### config.mk
export PLATFORM = sky130hd
export DESIGN_NAME = sched_pin_gen
export DESIGN_NICKNAME = d
export VERILOG_FILES = /design/src/rtl/sched_pin_pkg.sv /design/src/rtl/sched_cmd_decode.sv /design/src/rtl/sched_edge_timer.sv /design/src/rtl/sched_pin_toggle.sv /design/src/rtl/sched_pin_gen.sv
export SDC_FILE = /design/constraint.sdc
export NUM_CORES = 1
export LEC_CHECK = 0
export ABC_AREA = 1
export BUFFER_PORTS_ARGS = -buffer_cell sky130_fd_sc_hd__buf_4
export CAP_MARGIN = 20
export CORE_UTILIZATION = 30
export DETAILED_ROUTE_END_ITERATION = 16
export PLACE_DENSITY = 0.52
export SLEW_MARGIN = 20
export SYNTH_ARGS = -nofsm -noshare
export SYNTH_HDL_FRONTEND = slang
export SYNTH_SLANG_ARGS = --single-unit
export TNS_END_PERCENT = 50
### constraint.sdc
create_clock -name clk -period 3.1 [get_ports clk]
set_input_delay 0.155 -clock clk [delete_from_list [all_inputs] [get_ports clk]]
set_output_delay 0.155 -clock clk [all_outputs]
set_load 0.02 [all_outputs]
### src/rtl/sched_pin_pkg.sv
package sched_pin_pkg;
    localparam int TICK_W = 64;
    localparam int SPAN_W = 32;

    typedef enum logic [1:0] {
        ACT_NONE = 2'd0,
        ACT_ARM  = 2'd1,
        ACT_HALT = 2'd2
    } sched_act_e;

    typedef struct packed {
        logic running;
        logic fire;
    } sched_state_t;
endpackage

### src/rtl/sched_cmd_decode.sv
module sched_cmd_decode
    import sched_pin_pkg::*;
#(
    parameter int TIME_W = TICK_W
) (
    input  logic              cmd_start,
    input  logic              cmd_stop,
    input  logic [TIME_W-1:0] start_time,
    input  logic [TIME_W-1:0] time_now,
    output sched_act_e        act
);
    logic in_future;

    always_comb begin
        in_future = (start_time > time_now);
        if (cmd_stop)
            act = ACT_HALT;
        else if (cmd_start && in_future)
            act = ACT_ARM;
        else
            act = ACT_NONE;
    end
endmodule

### src/rtl/sched_edge_timer.sv
module sched_edge_timer
    import sched_pin_pkg::*;
#(
    parameter int TIME_W = TICK_W,
    parameter int DUR_W  = SPAN_W
) (
    input  logic              clk,
    input  logic              rst,
    input  sched_act_e        act,
    input  logic [TIME_W-1:0] time_now,
    input  logic [TIME_W-1:0] start_time,
    input  logic [DUR_W-1:0]  half_dur,
    output sched_state_t      st
);
    logic [TIME_W-1:0] next_edge_q;
    logic              running_q;
    logic              due;

    always_comb begin
        due        = running_q && (act == ACT_NONE) && (time_now >= next_edge_q);
        st.running = running_q;
        st.fire    = due;
    end

    always_ff @(posedge clk) begin
        if (rst) begin
            running_q   <= 1'b0;
            next_edge_q <= '0;
        end else begin
            unique case (act)
                ACT_HALT: begin
                    running_q   <= 1'b0;
                    next_edge_q <= '0;
                end
                ACT_ARM: begin
                    running_q   <= 1'b1;
                    next_edge_q <= start_time;
                end
                default: begin
                    if (due)
                        next_edge_q <= next_edge_q + TIME_W'(half_dur);
                end
            endcase
        end
    end
endmodule

### src/rtl/sched_pin_toggle.sv
module sched_pin_toggle
    import sched_pin_pkg::*;
(
    input  logic       clk,
    input  logic       rst,
    input  sched_act_e act,
    input  logic       fire,
    output logic       pin
);
    always_ff @(posedge clk) begin
        if (rst)
            pin <= 1'b0;
        else if (act != ACT_NONE)
            pin <= 1'b0;
        else if (fire)
            pin <= ~pin;
    end
endmodule

### src/rtl/sched_pin_gen.sv
module sched_pin_gen
    import sched_pin_pkg::*;
#(
    parameter int TIME_W = TICK_W,
    parameter int DUR_W  = SPAN_W
) (
    input  logic              clk,
    input  logic              rst,
    input  logic [TIME_W-1:0] time_now,
    input  logic [TIME_W-1:0] start_time,
    input  logic [DUR_W-1:0]  half_dur,
    input  logic              cmd_start,
    input  logic              cmd_stop,
    output logic              pin_out,
    output logic              running
);
    sched_act_e   act;
    sched_state_t st;

    sched_cmd_decode #(.TIME_W(TIME_W)) u_dec (
        .cmd_start (cmd_start),
        .cmd_stop  (cmd_stop),
        .start_time(start_time),
        .time_now  (time_now),
        .act       (act)
    );

    sched_edge_timer #(.TIME_W(TIME_W), .DUR_W(DUR_W)) u_tmr (
        .clk       (clk),
        .rst       (rst),
        .act       (act),
        .time_now  (time_now),
        .start_time(start_time),
        .half_dur  (half_dur),
        .st        (st)
    );

    sched_pin_toggle u_pin (
        .clk (clk),
        .rst (rst),
        .act (act),
        .fire(st.fire),
        .pin (pin_out)
    );

    assign running = st.running;


    arm_future_chk: assert property (@(posedge clk) disable iff (rst)
        (cmd_start && !cmd_stop && (start_time > time_now)) |=> (running && !pin_out));


    late_start_idle_chk: assert property (@(posedge clk) disable iff (rst)
        (cmd_start && !cmd_stop && (start_time <= time_now) && !running) |=> !running);


    stop_clears_chk: assert property (@(posedge clk) disable iff (rst)
        cmd_stop |=> (!running && !pin_out));


    rearm_low_chk: assert property (@(posedge clk) disable iff (rst)
        (running && pin_out && cmd_start && !cmd_stop && (start_time > time_now)) |=> !pin_out);


    idle_pin_low_chk: assert property (@(posedge clk) disable iff (rst)
        !running |-> !pin_out);
endmodule

==> impl_metrics.csv, run 1 <==
group,metric,value,unit
run_status,status,"complete, no violations",
cells_and_area,final_cells,2454,
cells_and_area,areaGrowthSynthToFinish,21.63,%
placed_design,dpl_worst_slack,-0.2027,ns
synth,ys_seq_elements,66,
power_and_ir_drop,power.density,334.5,nW/µm²
sta,worst_slack,0.1866,ns
worst_setup_path,critPathTopFamily,"simple AND/OR/NAND/NOR gates",
cells_and_area,final_cell_mix,"715 x nand2_1, 277 x nor2_1, 250 x inv_1, 184 x buf_4, 160 x ha_1",
sta,grt_setup_unrepaired,"false",
placed_design,gp_congestion,0.9679,
sta,slew_headroom,0.3442,
die,die_area,34450,µm²
min_path,min_path_type,"in2reg",
worst_setup_path,critPathCaptureType,"flip-flop",
sta,slew_violations,0,
sta,worst_slew_pin_slew,0.9762,ns
synth,synth-compound-area-share,0.08548,
synth,synth_nets,2164,
clock_network,cts_root_buf,"clkbuf_16",
cells_and_area,drive_gt1_frac,0.1049,
global_routing,grt_pass1_vias,11200,
sta,finalSetupTns,0,ns
worst_setup_path,worst_r2r_startpoint,"u_tmr.next_edge_q[0]",
global_routing,grt_max_degree,73,
worst_setup_path,cp_slowest_stage_delay,0.77,ns
sta,finalClockSkew,0.01277,ns
clock_network,holdBufCountCts,0,
worst_setup_path,cp_cell_sequence,"buf_4, inv_1, ha_1, nand4_1, nor3_1, nand2_1, nand2_1, a21oi_1, nand2_1, nand2_2, nor2_4, buf_12, nand2_1, nand2_1, nor2_1, nor2_1",
sta,hold_viol_final,0,
worst_setup_path,critical_path_class,"in2reg",
synth,ys_seq_area_frac,0.1306,
route,top_layer,"met4",
clock_network,cts.reportedPaths.clkPinSlew,0.07,ns
clock_network,clk_path_buf_depth,2,
placed_design,place_inst,2438,
worst_setup_path,worst_path_most_repeated_cell,"nand2_1",
worst_setup_path,cp_max_fo,64,
power_and_ir_drop,power,4.115,mW
synth,muxShareOfSynthArea,0,
clock_network,cts_tree,"yes",
route,ant_nets,0,
route,drtPass1Iterations,5,
synth,synthCells,1839,
route,post_drt_wl_per_cell,15.11,µm
route,vias,11390,
worst_setup_path,cp_data_required_time,3.38,ns
die,die_x,185.6,µm
cells_and_area,fin_nets,2332,
sta,fmax,343.2,MHz
worst_setup_path,startpoint_type,"primary input",
cells_and_area,fin_area,12300,µm²
global_routing,antenna_found_initial,0,
die,core,32870,µm²
sta,setup_viol,0,
sta,period_share,0.9398,
synth,synth.avg_cell_area,5.500,µm²
synth,synth_xor_area_frac,0.02598,
worst_setup_path,crit_cells,16,
placed_design,io_buffers,165,
clock_network,clock_latency,0.35,ns
route,routed_wl,37080,µm
global_routing,grt_overflow,0,
global_routing,grt_pass1_wl,58610,µm
clock_network,cts_num_sinks,66,
worst_setup_path,r2r_cells,20,
power_and_ir_drop,vdd_drop_max,253.5,µV
sta,fin_crit,2.913,ns
die,die_y,185.6,µm
synth,yosys.area_share.adder,0.1999,
clock_network,cts_buffers,9,
run,maxCapViolCount,0,
route,drtIter0Drc,655,
worst_setup_path,r2r_slack,0.28,ns
cells_and_area,final_common_cell,"nand2_1",
worst_setup_path,cp_num_buf_inv,3,
route,remaining_drc_errors,0,
synth,post_synth_and_or_nand_nor_area_fraction,0.4476,
route,wl_met3,1424,µm
worst_setup_path,critPathCapture,"u_tmr.next_edge_q[32]",
route,vias_per_cell,4.642,
worst_setup_path,arrival,3.19,ns
worst_setup_path,rr_endpoint,"u_tmr.next_edge_q[38]",
worst_setup_path,timing.critical_path.from,"time_now[47]",
power_and_ir_drop,leakage,6.722,nW
die,initial_core_util,0.3078,
synth,ys_types,34,
placed_design,placed_cell_area,11980,µm²
synth,ys_warn_count,0,
cells_and_area,antenna_cells,0,
worst_setup_path,worst_path_max_delay_cell,"nor3_1",
synth,synth.cell_area,10110,µm²
global_routing,globalRouteTotalUtil,0.2190,
synth,synth_top_family_by_area,"simple AND/OR/NAND/NOR gates",
die,ios,166,
die,fp-row-count,66,
clock_network,htreeDepth,3,
route,dr_wl_met2,17000,µm
min_path,holdPathStages,4,
route,wl_met1,17890,µm
placed_design,dp_hpwl,31720,µm
cells_and_area,fillers,3783,
tightest hold or removal path: stages:
cell     delay, ns
buf_4         0.10
nor2_1        0.04
nand2_1       0.05
nor2_1        0.03
flip-flops by register name, summed over array words and instances, names as in the netlist:
| register | cells |
|---|---|
| u_pin.pin | 1 |
| u_tmr.running_q | 1 |
| u_tmr.next_edge_q | 64 |
worst min path at each step:
stage | start | end | slack (ns)
final | rst | u_pin.pin | 0.07
after floorplan | rst | u_pin.pin | 0.31
after CTS | rst | u_pin.pin | 0.06
after global routing | rst | u_pin.pin | 0.13
after detailed placement | rst | u_pin.pin | 0.43
after global placement | rst | u_pin.pin | 0.44
area by class of cell:
cell class,instances,area (µm²),area share
multi-input cells,1490,7684,0.6245
clock inverters,4,75.07,0.006102
flip-flops and latches,66,1321,0.1074
clock buffers,12,246.5,0.02003
well taps,442,553.0,0.04495
repair buffers,189,1481,0.1204
inverters,251,942.2,0.07658
cells by family (layout without fill, tap and decap cells):
| group | after synthesis | in the layout |
|---|---|---|
| AO/OA/AOI/OAI | 160 | 160 |
| XOR/XNOR | 30 | 30 |
| adder cells (fa/ha/maj) | 161 | 161 |
| buffers and inverters | 283 | 456 |
| flip-flops | 66 | 66 |
| AND/OR/NAND/NOR | 1139 | 1139 |
routing by layer:
layer | vias up | GRT usage
met4 | 0 | 0.05738
met5 | - | 0
li1 | 6091 | -
met1 | 5045 | 0.2904
met3 | 30 | 0.01976
met2 | 225 | 0.3775
power breakdown:
group	internal [mW]	total, mW	switching (mW)
clock network	0.729	1.19	0.458
registers	0.939	1.01	0.0684
logic	0.745	1.92	1.18
metrics by stage:
stage | utilization | hold slack (ns)
floorplan | - | 0.3054
global placement | 0.3646 | 0.4393
detailed placement | 0.3646 | 0.4344
CTS | 0.3743 | 0.06458
global route | 0.3743 | 0.1260
finish | 0.3743 | 0.07227
synthesized netlist by cell type:
library cell / n / share of area
a21o_1: 7 / 0.0052
a21oi_1: 94 / 0.047
a21oi_2: 1 / 0.00087
a21oi_4: 1 / 0.0016
a31oi_1: 1 / 0.00062
and2_1: 2 / 0.0012
and3_1: 2 / 0.0012
and3b_1: 1 / 0.00087
buf_1: 1 / 0.00037
buf_2: 17 / 0.0084
buf_4: 1 / 0.00074
buf_6: 4 / 0.0045
clkbuf_1: 9 / 0.0033
dfxtp_1: 66 / 0.13
fa_1: 1 / 0.0020
ha_1: 160 / 0.20
inv_1: 251 / 0.093
nand2_1: 715 / 0.27
nand2_2: 2 / 0.0012
nand3_1: 74 / 0.037
nand3b_1: 1 / 0.00074
nand4_1: 24 / 0.015
nor2_1: 277 / 0.10
nor2_4: 1 / 0.0011
nor3_1: 31 / 0.015
nor4_1: 6 / 0.0037
nor4_2: 1 / 0.0012
o21a_1: 9 / 0.0067
o21ai_0: 41 / 0.020
o21ai_1: 3 / 0.0015
o21bai_1: 3 / 0.0022
or2_2: 2 / 0.0012
xnor2_1: 1 / 0.00087
xor2_1: 29 / 0.025
timing repair:
action,in CTS,in global routing
setup endpoints to repair,0,1
setup buffers,0,0
gates resized for setup,0,1
No activity file was read; power rests on OpenSTA's default activity.
==> run 2: changes to the inputs <==
--- a/config.mk
+++ b/config.mk
@@ -8,9 +8,11 @@
 export ABC_AREA = 1
 export BUFFER_PORTS_ARGS = -buffer_cell sky130_fd_sc_hd__buf_4
 export CAP_MARGIN = 20
+export CELL_PAD_IN_SITES_DETAIL_PLACEMENT = 2
+export CELL_PAD_IN_SITES_GLOBAL_PLACEMENT = 2
 export CORE_UTILIZATION = 30
 export DETAILED_ROUTE_END_ITERATION = 16
-export PLACE_DENSITY = 0.52
+export PLACE_DENSITY = 0.88
 export SLEW_MARGIN = 20
 export SYNTH_ARGS = -nofsm -noshare
 export SYNTH_HDL_FRONTEND = slang
==> constraint.sdc (replaced) <==
create_clock -name clk -period 3 [get_ports clk]
set_input_delay 0.15 -clock clk [delete_from_list [all_inputs] [get_ports clk]]
set_output_delay 0.15 -clock clk [all_outputs]
set_load 0.02 [all_outputs]
==> run 2 against run 1 <==
Critical path depth unchanged. Final cell count barely moved. Non-clock buffer count grew 1. Utilization up 0.34 points. Register-to-register slack got worse by 0.18 ns. Cell area increased by 0.91%. Hold slack gained 0.027 ns. Largest cell class unchanged. Via count grew 13%. Count of clock-buffer cells in the layout stayed put. Total power grew 12%. Combinational power grew 18%. Largest power group unchanged.
==> impl_metrics.csv, run 2 (synthesized netlist as in run 1, its figures left out) <==
group,metric,value,unit
power_and_ir_drop,leakage,6.774,nW
route,vias,12830,
cells_and_area,fin_area,12410,µm²
worst_setup_path,r2r_slack,0.10,ns
clock_network,clk_path_buf_depth,2,
clock_network,cts.reportedPaths.clkPinSlew,0.07,ns
placed_design,dp_hpwl,41200,µm
route,post_drt_wl_per_cell,20.81,µm
route,ant_nets,0,
clock_network,holdBufCountCts,0,
worst_setup_path,worst_path_most_repeated_cell,"nand2_1",
power_and_ir_drop,p_int,2.568,mW
cells_and_area,drive_gt1_frac,0.1113,
cells_and_area,multi_input_area,7727,µm²
sta,fin_crit,2.895,ns
route,drtIter0Drc,540,
sta,hold_viol_final,0,
die,die_x,185.6,µm
global_routing,grt_pass1_wl,77310,µm
clock_network,htreeDepth,3,
cells_and_area,seqCellArea,1321,µm²
worst_setup_path,critPathTopFamily,"simple AND/OR/NAND/NOR gates",
clock_network,cts_num_sinks,66,
worst_setup_path,cp_num_buf_inv,3,
worst_setup_path,arrival,3.18,ns
die,core,32870,µm²
sta,finalClockSkew,0.009925,ns
placed_design,placed_cell_area,11990,µm²
power_and_ir_drop,p_sw_frac,0.4428,
die,fp-row-count,66,
worst_setup_path,cp_data_required_time,3.28,ns
placed_design,io_buffers,165,
sta,period_share,0.9650,
worst_setup_path,critPathCaptureType,"flip-flop",
die,die_y,185.6,µm
run,maxCapViolCount,0,
cells_and_area,antenna_cells,0,
worst_setup_path,worst_path_max_delay_cell,"dfxtp_1",
cells_and_area,final_core_util,0.3777,
global_routing,grt_overflow,0,
sta,fmax,345.4,MHz
power_and_ir_drop,power_switching,2.041,mW
sta,setup_viol,0,
clock_network,cts_buffers,9,
worst_setup_path,startpoint_type,"flip-flop",
cells_and_area,largest_register,"u_tmr.next_edge_q",
cells_and_area,largest_reg_flops,64,
run_status,status,"complete, no violations",
worst_setup_path,cp_cell_sequence,"inv_1, ha_1, nand2_1, nor2_1, nand4_1, a21oi_1, nor2_1, nand2_1, nand2_1, nand3_2, a21oi_4, buf_12, buf_12, nand2_1, nand2_1, nor2_1",
worst_setup_path,cp_slowest_stage_delay,0.36,ns
clock_network,clock_latency,0.36,ns
die,initial_core_util,0.3078,
power_and_ir_drop,p_seq_frac,0.229,
die,ios,166,
die,die_area,34450,µm²
cells_and_area,final_cell_mix,"713 x nand2_1, 276 x nor2_1, 250 x inv_1, 182 x buf_4, 160 x ha_1",
global_routing,grt_max_degree,43,
route,remaining_drc_errors,0,
cells_and_area,areaGrowthSynthToFinish,22.74,%
clock_network,cts_tree,"yes",
global_routing,grt_pass1_vias,14310,
global_routing,globalRouteTotalUtil,0.2923,
power_and_ir_drop,power.density,371.3,nW/µm²
power_and_ir_drop,pwr-share-clk,0.279,
cells_and_area,fin_nets,2333,
cells_and_area,final_common_cell,"nand2_1",
route,vias_per_cell,5.224,
sta,slew_headroom,0.5137,
min_path,min_path_type,"in2reg",
route,routed_wl,51090,µm
sta,finalSetupTns,0,ns
worst_setup_path,cp_max_fo,36,
clock_network,cts_root_buf,"clkbuf_16",
power_and_ir_drop,vdd_drop_max,279.0,µV
cells_and_area,fillers,4354,
sta,slew_violations,0,
cells_and_area,top_regs,"u_tmr.next_edge_q: 64 flops, u_pin.pin: 1 flops, u_tmr.running_q: 1 flops",
route,drtPass1Iterations,4,
placed_design,gp_congestion,0.9398,
global_routing,antenna_found_initial,0,
power_and_ir_drop,combPwrFrac,0.492,
worst_setup_path,critical_path_class,"reg2reg",
sta,worst_slew_pin_slew,0.7294,ns
-- run 2: layout make-up --
cell class | count | share of cell area
clock inverters | 4 | 0.005846
repair buffers | 190 | 0.1234
flip-flops and latches | 66 | 0.1064
inverters | 251 | 0.07589
well taps | 442 | 0.04455
clock buffers | 12 | 0.02147
multi-input cells | 1490 | 0.6225
-- run 2: through the flow --
stage	std cells	power (mW)	hold WS, ns	setup slack [ns]
5_1_grt	2455	4.885	0.1419	-0.04445
6_report	2455	4.609	0.09970	0.1050
2_1_floorplan	1839	2.351	0.3004	0.7790
4_1_cts	2453	4.559	0.07689	0.006158
3_5_place_dp	2437	3.217	0.4583	-0.1631
3_3_place_gp	2437	3.026	0.4485	0.01268
-- run 2: path summary, 6_finish.rpt --
kind                            to             startpoint  cells after the start
max          u_tmr.next_edge_q[34]  u_tmr.next_edge_q[31]                     16
min                      u_pin.pin                    rst                      4
max reg2reg  u_tmr.next_edge_q[34]  u_tmr.next_edge_q[31]                     16
min reg2reg   u_tmr.next_edge_q[2]   u_tmr.next_edge_q[2]                      2
-- run 2: tightest hold or removal path, cell delays in order --
cell	delay (ns)
buf_4	0.10
nor2_1	0.04
nand2_1	0.07
nor2_1	0.05
-- run 2: per-layer routing --
layer | part of all wire | wire length (µm) | vias up | global-route usage
met3 | 0.033 | 1669 | 112 | 0.02759
met1 | 0.42 | 21260 | 6334 | 0.3303
met5 | 0 | 0 | - | 0
li1 | - | - | 6095 | -
met4 | 0.036 | 1833 | 0 | 0.1174
met2 | 0.52 | 26330 | 284 | 0.5566
-- run 2: what timing repair did --
action	4_1_cts	5_1_grt
pin swaps	1	1
buffers inserted	0	1
resized for setup	4	9
gates cloned	0	1
setup endpoints to repair	48	64
-- run 2: power groups by stage --
stage	sequential (mW)	combinational [mW]	clock (mW)
6_report	1.06	2.27	1.29
5_1_grt	1.06	2.51	1.31
4_1_cts	1.05	2.21	1.30
3_5_place_dp	1.07	2.15	0
3_3_place_gp	1.06	1.97	0
2_1_floorplan	1.04	1.31	0
